`src/rtl/rs_pkg.sv`:
```
// Shared definitions for the rotate/shift unit: operation codes and
// flag bit positions. Assumes an 8-bit data path and flag byte.
package rs_pkg;
    localparam int DW = 8;

    localparam int FL_S  = 7;
    localparam int FL_Z  = 6;
    localparam int FL_F5 = 5;
    localparam int FL_H  = 4;
    localparam int FL_F3 = 3;
    localparam int FL_PV = 2;
    localparam int FL_N  = 1;
    localparam int FL_C  = 0;

    typedef enum logic [3:0] {
        OP_RLC  = 4'd0,
        OP_RRC  = 4'd1,
        OP_RL   = 4'd2,
        OP_RR   = 4'd3,
        OP_SLA  = 4'd4,
        OP_SRA  = 4'd5,
        OP_SL1  = 4'd6,
        OP_SRL  = 4'd7,
        OP_RLCA = 4'd8,
        OP_RRCA = 4'd9,
        OP_RLA  = 4'd10,
        OP_RRA  = 4'd11,
        OP_RLD  = 4'd12,
        OP_RRD  = 4'd13,
        OP_PS0  = 4'd14,
        OP_PS1  = 4'd15
    } op_e;

    typedef enum logic [1:0] {
        CLS_FULL = 2'd0,
        CLS_ACC  = 2'd1,
        CLS_NIB  = 2'd2,
        CLS_PASS = 2'd3
    } cls_e;
endpackage

```
`src/rtl/rs_shift_core.sv`:
```
// Eight-way rotate/shift of a W-bit value.
// The code picks the operation: rotate left/right, rotate through the
// carry left/right, or one of four shifts. Purely combinational.
// Assumes W >= 2.
module rs_shift_core #(
    parameter int W = 8
) (
    input  logic [2:0]   code,
    input  logic [W-1:0] val,
    input  logic         cin,
    output logic [W-1:0] res,
    output logic         cout
);
    localparam int MSB = W - 1;

    // Select the shifted value and the bit that leaves it.
    always_comb begin
        res  = val;
        cout = 1'b0;
        case (code)
            3'd0: begin res = {val[MSB-1:0], val[MSB]}; cout = val[MSB]; end
            3'd1: begin res = {val[0], val[MSB:1]};     cout = val[0];   end
            3'd2: begin res = {val[MSB-1:0], cin};      cout = val[MSB]; end
            3'd3: begin res = {cin, val[MSB:1]};        cout = val[0];   end
            3'd4: begin res = {val[MSB-1:0], 1'b0};     cout = val[MSB]; end
            3'd5: begin res = {val[MSB], val[MSB:1]};   cout = val[0];   end
            3'd6: begin res = {val[MSB-1:0], 1'b1};     cout = val[MSB]; end
            default: begin res = {1'b0, val[MSB:1]};    cout = val[0];   end
        endcase
    end
endmodule

```
`src/rtl/rs_nibble.sv`:
```
// Half-word rotation between the accumulator and a memory byte.
// dir=0 rotates left (acc low half <- mem high half); dir=1 rotates
// right. The high half of the accumulator is kept. Assumes an even W.
module rs_nibble #(
    parameter int W = 8
) (
    input  logic         dir,
    input  logic [W-1:0] a_in,
    input  logic [W-1:0] m_in,
    output logic [W-1:0] a_out,
    output logic [W-1:0] m_out
);
    localparam int HW = W / 2;

    logic [HW-1:0] a_hi, a_lo, m_hi, m_lo;
    assign a_hi = a_in[W-1:HW];
    assign a_lo = a_in[HW-1:0];
    assign m_hi = m_in[W-1:HW];
    assign m_lo = m_in[HW-1:0];

    // Route the four halves according to the direction.
    always_comb begin
        if (!dir) begin
            a_out = {a_hi, m_hi};
            m_out = {m_lo, a_lo};
        end else begin
            a_out = {a_hi, m_lo};
            m_out = {a_lo, m_hi};
        end
    end
endmodule

```
`src/rtl/rs_flags.sv`:
```
// Builds the new flag byte from a result byte and an operation class.
// Full forms rebuild every flag. Accumulator rotates keep S, Z and P/V.
// Nibble rotates keep C. Pass-through returns the incoming flags.
module rs_flags
    import rs_pkg::*;
(
    input  cls_e          cls,
    input  logic [DW-1:0] res,
    input  logic          cout,
    input  logic [7:0]    f_in,
    output logic [7:0]    f_out
);
    logic zero, even;
    assign zero = (res == '0);
    assign even = ~^res;

    // Assemble the flag byte field by field for the chosen class.
    always_comb begin
        f_out = f_in;
        if (cls != CLS_PASS) begin
            f_out[FL_F5] = res[5];
            f_out[FL_F3] = res[3];
            f_out[FL_H]  = 1'b0;
            f_out[FL_N]  = 1'b0;
            if (cls != CLS_ACC) begin
                f_out[FL_S]  = res[DW-1];
                f_out[FL_Z]  = zero;
                f_out[FL_PV] = even;
            end
            if (cls != CLS_NIB) begin
                f_out[FL_C] = cout;
            end
        end
    end
endmodule

```
`src/rtl/rot_shift_unit.sv`:
```
// Rotate/shift/nibble-rotate unit with registered outputs.
// Decodes a 4-bit select into an operation class, runs the shift core
// or the nibble rotator, and captures result, memory byte and flags one
// cycle after in_valid. Assumes the inputs are stable at the sampling edge.
module rot_shift_unit
    import rs_pkg::*;
(
    input  logic          clk,
    input  logic          rst_n,
    input  logic          in_valid,
    input  logic [3:0]    op_sel,
    input  logic [DW-1:0] operand,
    input  logic [DW-1:0] acc,
    input  logic [7:0]    flags_in,
    output logic          out_valid,
    output logic [DW-1:0] result,
    output logic [DW-1:0] mem_result,
    output logic [7:0]    flags_out
);
    cls_e          cls;
    logic [2:0]    sh_code;
    logic [DW-1:0] sh_val, sh_res, nb_a, nb_m;
    logic          sh_cout;
    logic [DW-1:0] nx_res, nx_mem;
    logic [7:0]    nx_flags;

    // Classify the select into the four operation families.
    always_comb begin
        if (!op_sel[3])               cls = CLS_FULL;
        else if (op_sel[3:2] == 2'b10) cls = CLS_ACC;
        else if (op_sel[1] == 1'b0)    cls = CLS_NIB;
        else                           cls = CLS_PASS;
    end

    assign sh_code = (cls == CLS_FULL) ? op_sel[2:0] : {1'b0, op_sel[1:0]};
    assign sh_val  = (cls == CLS_ACC) ? acc : operand;

    rs_shift_core #(.W(DW)) u_shift (
        .code (sh_code),
        .val  (sh_val),
        .cin  (flags_in[FL_C]),
        .res  (sh_res),
        .cout (sh_cout)
    );

    rs_nibble #(.W(DW)) u_nib (
        .dir   (op_sel[0]),
        .a_in  (acc),
        .m_in  (operand),
        .a_out (nb_a),
        .m_out (nb_m)
    );

    // Pick the byte results for the selected family.
    always_comb begin
        nx_mem = operand;
        case (cls)
            CLS_NIB:  begin nx_res = nb_a; nx_mem = nb_m; end
            CLS_PASS: nx_res = operand;
            default:  nx_res = sh_res;
        endcase
    end

    rs_flags u_flags (
        .cls   (cls),
        .res   (nx_res),
        .cout  (sh_cout),
        .f_in  (flags_in),
        .f_out (nx_flags)
    );

    // Capture the outputs on a valid input; hold them otherwise.
    always_ff @(posedge clk) begin
        if (!rst_n) begin
            out_valid  <= 1'b0;
            result     <= '0;
            mem_result <= '0;
            flags_out  <= '0;
        end else begin
            out_valid <= in_valid;
            if (in_valid) begin
                result     <= nx_res;
                mem_result <= nx_mem;
                flags_out  <= nx_flags;
            end
        end
    end


    hold_when_idle_chk: assert property (@(posedge clk) disable iff (!rst_n)
        !in_valid |=> ($stable(result) && $stable(mem_result) && $stable(flags_out)));


    full_flags_chk: assert property (@(posedge clk) disable iff (!rst_n)
        (in_valid && !op_sel[3]) |=>
        (flags_out[FL_PV] == ~^result && flags_out[FL_Z] == (result == '0)
         && !flags_out[FL_H] && !flags_out[FL_N]));


    acc_keep_szp_chk: assert property (@(posedge clk) disable iff (!rst_n)
        (in_valid && op_sel[3:2] == 2'b10) |=>
        (flags_out[FL_S] == $past(flags_in[FL_S]) && flags_out[FL_Z] == $past(flags_in[FL_Z])
         && flags_out[FL_PV] == $past(flags_in[FL_PV])));


    nib_keep_carry_chk: assert property (@(posedge clk) disable iff (!rst_n)
        (in_valid && op_sel[3:1] == 3'b110) |=>
        (flags_out[FL_C] == $past(flags_in[FL_C]) && flags_out[FL_PV] == ~^result));


    passthru_chk: assert property (@(posedge clk) disable iff (!rst_n)
        (in_valid && op_sel[3:1] == 3'b111) |=>
        (result == $past(operand) && flags_out == $past(flags_in)
         && mem_result == $past(operand)));
endmodule

```
`config.mk`:
```
export PLATFORM = sky130hd
export DESIGN_NAME = rot_shift_unit
export DESIGN_NICKNAME = d
export VERILOG_FILES = /design/src/rtl/rs_pkg.sv /design/src/rtl/rs_shift_core.sv /design/src/rtl/rs_nibble.sv /design/src/rtl/rs_flags.sv /design/src/rtl/rot_shift_unit.sv
export SDC_FILE = /design/constraint.sdc
export NUM_CORES = 1
export LEC_CHECK = 0
export BUFFER_PORTS_ARGS = -buffer_cell sky130_fd_sc_hd__buf_4
export CAP_MARGIN = 20
export CELL_PAD_IN_SITES_DETAIL_PLACEMENT = 1
export CELL_PAD_IN_SITES_GLOBAL_PLACEMENT = 1
export CORE_ASPECT_RATIO = 1.5
export CORE_MARGIN = 2
export CORE_UTILIZATION = 38
export DETAILED_ROUTE_END_ITERATION = 8
export GPL_TIMING_DRIVEN = 0
export PLACE_DENSITY_LB_ADDON = 0.1
export SYNTH_ARGS = -nofsm -noshare
export SYNTH_HDL_FRONTEND = slang
export SYNTH_HIERARCHICAL = 1
export SYNTH_SLANG_ARGS = --single-unit
```
`constraint.sdc`:
```
create_clock -name clk -period 2.55 [get_ports clk]
set_input_delay 0.1275 -clock clk [delete_from_list [all_inputs] [get_ports clk]]
set_output_delay 0.1275 -clock clk [all_outputs]
set_load 0.005 [all_outputs]
```
==> out/metrics.yaml <==
run_status:
  status: "complete, no violations"
clock_tree:
  cts_root_buffer: "clkbuf_8"
  cts_buffers: 3
  htree_levels: 1
  cts_tree: "yes"
  cts_setup_buffers: 0
  hold_buffers: 0
  clk_latency_ns: 0.27
  cts_resized: 0
  clockBufferDepth: 2
  cts_sinks: 25
  path_clk_slew_ns: 0.10
logic_synthesis:
  synthArstFlopShare_pct: 0
  syn_nets: 264
  ys_seq_elements: 25
  synthFlopType: "dfxtp_1"
  synth_cell_types: 32
  yosysSeqAreaShare_pct: 25.7
  synth-edff-count: 0
  synth_warnings: 6
  synth.cell_area_sq_um: 1940
  postSynthCellCount: 229
  avgSynthCellArea_sq_um: 8.49
timing:
  fin_crit_ns: 2.28
  fmax_mhz: 439
  max_slew_margin_pct: 29.1
  worst-slew-pin-transition_ns: 1.05
  slew_viol_final: 0
  hold_violations: 0
  rsz0062_at_grt: "false"
  fin_crit_sh_pct: 89.3
  finalSetupViolations: 0
  skew_ns: 0
setup_path:
  critPathRequiredTime_ns: 2.73
  crit_fanout: 8
  start_kind: "input pin"
  arrival_ns: 2.46
  cp-end-kind: "register"
  crit_type: "input pin to register"
drt:
  viasPerCell: 4.99
  detail_route.iter0.violations: 26
  final_antenna_net_count: 0
  drc_errors: 0
  first_pass_iters: 4
  vias: 1768
  wl_per_cell_um: 15.6
  totalWireLength_um: 5510
cells_and_area:
  instances_no_fill: 354
  multiInputGateArea_sq_um: 1290
  drive_gt1_share_pct: 39.9
  regArea_sq_um: 500
  synthToLayoutAreaGrowth_pct: 27.9
  num_antenna_cells: 0
  layout_common_cells: "63 x buf_4, 29 x nand2_1, 25 x dfxtp_1"
  nNetsFinal: 324
  fill_cells: 630
  final_common_cell: "buf_4"
floorplanning:
  ioPinCount: 56
  die_area_sq_um: 5720
  initial_core_util_pct: 39.8
  fp.dieH_um: 91.6
  coreArea_sq_um: 4890
  die_w_um: 62.4
  rows: 31
placement:
  gp_congestion: 0.824
  io_buffers: 55
  dp_cells: 350
  dp_hpwl_um: 4380
grt:
  grt_antenna_before_repair: 0
  grt_pass1_wl_um: 9290
  grt_usage_pct: 20.5
  grt_start_max_net_pins: 15
  grt_pass1_vias: 1908
  overflow: 0
power:
  leakage_uw: 0.00117
  ir_drop_mv: 0.237
  powerDensity_nw_per_um2: 433
  total_power_uw: 1080
hold_path:
  min_path_type: "input pin to register"
flow_run:
  drv_cap: 0
## synth_stat cells (2+ instances only)
| library cell | count | area, sq um |
|---|---|---|
| a21boi_1 | 8 | 60.1 |
| a31oi_1 | 16 | 100 |
| and3_2 | 2 | 15.0 |
| buf_2 | 4 | 20.0 |
| buf_4 | 8 | 60.1 |
| buf_6 | 2 | 22.5 |
| clkbuf_1 | 3 | 11.3 |
| dfxtp_1 | 25 | 500 |
| ha_1 | 4 | 50.1 |
| inv_1 | 10 | 37.5 |
| mux2_1 | 2 | 22.5 |
| mux2_2 | 21 | 236 |
| mux2_4 | 14 | 210 |
| mux2i_1 | 9 | 90.1 |
| nand2_1 | 29 | 109 |
| nand2_2 | 2 | 12.5 |
| nand3b_1 | 2 | 15.0 |
| nor2_1 | 24 | 90.1 |
| nor2b_1 | 18 | 113 |
| o21ai_0 | 13 | 65.1 |
| xnor2_1 | 2 | 17.5 |
## final timing paths
check	depth (start not counted)	slack (ns)	to	startpoint
min	3	0.13	mem_result[4]$_SDFFE_PN0P_	rst_n
max	16	0.27	flags_out[2]$_SDFFE_PN0P_	op_sel[3]
min reg2reg	2	0.53	flags_out[2]$_SDFFE_PN0P_	flags_out[2]$_SDFFE_PN0P_
max reg2reg	3	1.76	result[2]$_SDFFE_PN0P_	result[2]$_SDFFE_PN0P_
## state kept, by name (all words and copies together), names as in the netlist
| name | cells |
|---|---|
| out_valid | 1 |
| flags_out | 8 |
| result | 8 |
| mem_result | 8 |
## per-layer routing
metal | vias up | share of wire (%) | track usage (%)
met5 | - | 0 | 0
met4 | 0 | 2.9 | 7.96
met3 | 9 | 3.7 | 3.07
met2 | 42 | 56 | 41.3
met1 | 814 | 38 | 20.5
li1 | 903 | - | -
## per-stage QoR
step	setup slack (ns)	instance area, sq um	setup TNS [ns]	util (%)	hold WS (ns)
finish	0.274	2490	0	50.9	0.132
global route	0.0309	2490	0	50.9	0.136
CTS	0.237	2490	0	50.9	0.127
detailed placement	-0.0516	2440	-0.0516	49.9	0.432
global placement	-0.00409	2440	-0.00409	49.9	0.423
floorplan	0.355	1940	0	-	0.266
## power by group
part,switching (uW),internal (uW),total (uW)
logic,176,212,388
clock network,145,110,255
registers,13.3,420,433
total,334,742,1080
## final cells by class
type | count | area share, %
buffer | 17 | 4.58
tap | 66 | 3.32
inverter | 11 | 1.66
multi-input combinational | 176 | 51.8
timing repair buffer | 55 | 16.6
clock buffer | 3 | 1.66
sequential | 25 | 20.1
clock inverter | 1 | 0.201
## worst max-delay path, cell delays in order
cell and delay, ns:
buf_4 0.14, nor2b_1 0.12, buf_4 0.16, mux2_2 0.28, inv_1 0.07, o31a_2 0.29, o21ai_2 0.15, nor2_1 0.06
nor2_1 0.09, inv_1 0.05, ha_1 0.29, xnor2_1 0.18, xnor2_1 0.13, o21ai_0 0.08, mux2i_1 0.17, nor2b_1 0.06
## cell families after synthesis
family	Yosys count	synth area share, %
XOR/XNOR	3	1.35
buffers and inverters	28	7.98
AND/OR/NAND/NOR	81	19.6
AO/OA/AOI/OAI	42	14.0
adder cells (fa/ha/maj)	4	2.57
flip-flops	25	25.7
multiplexers	46	28.8
(Power assumes the default switching activity.)
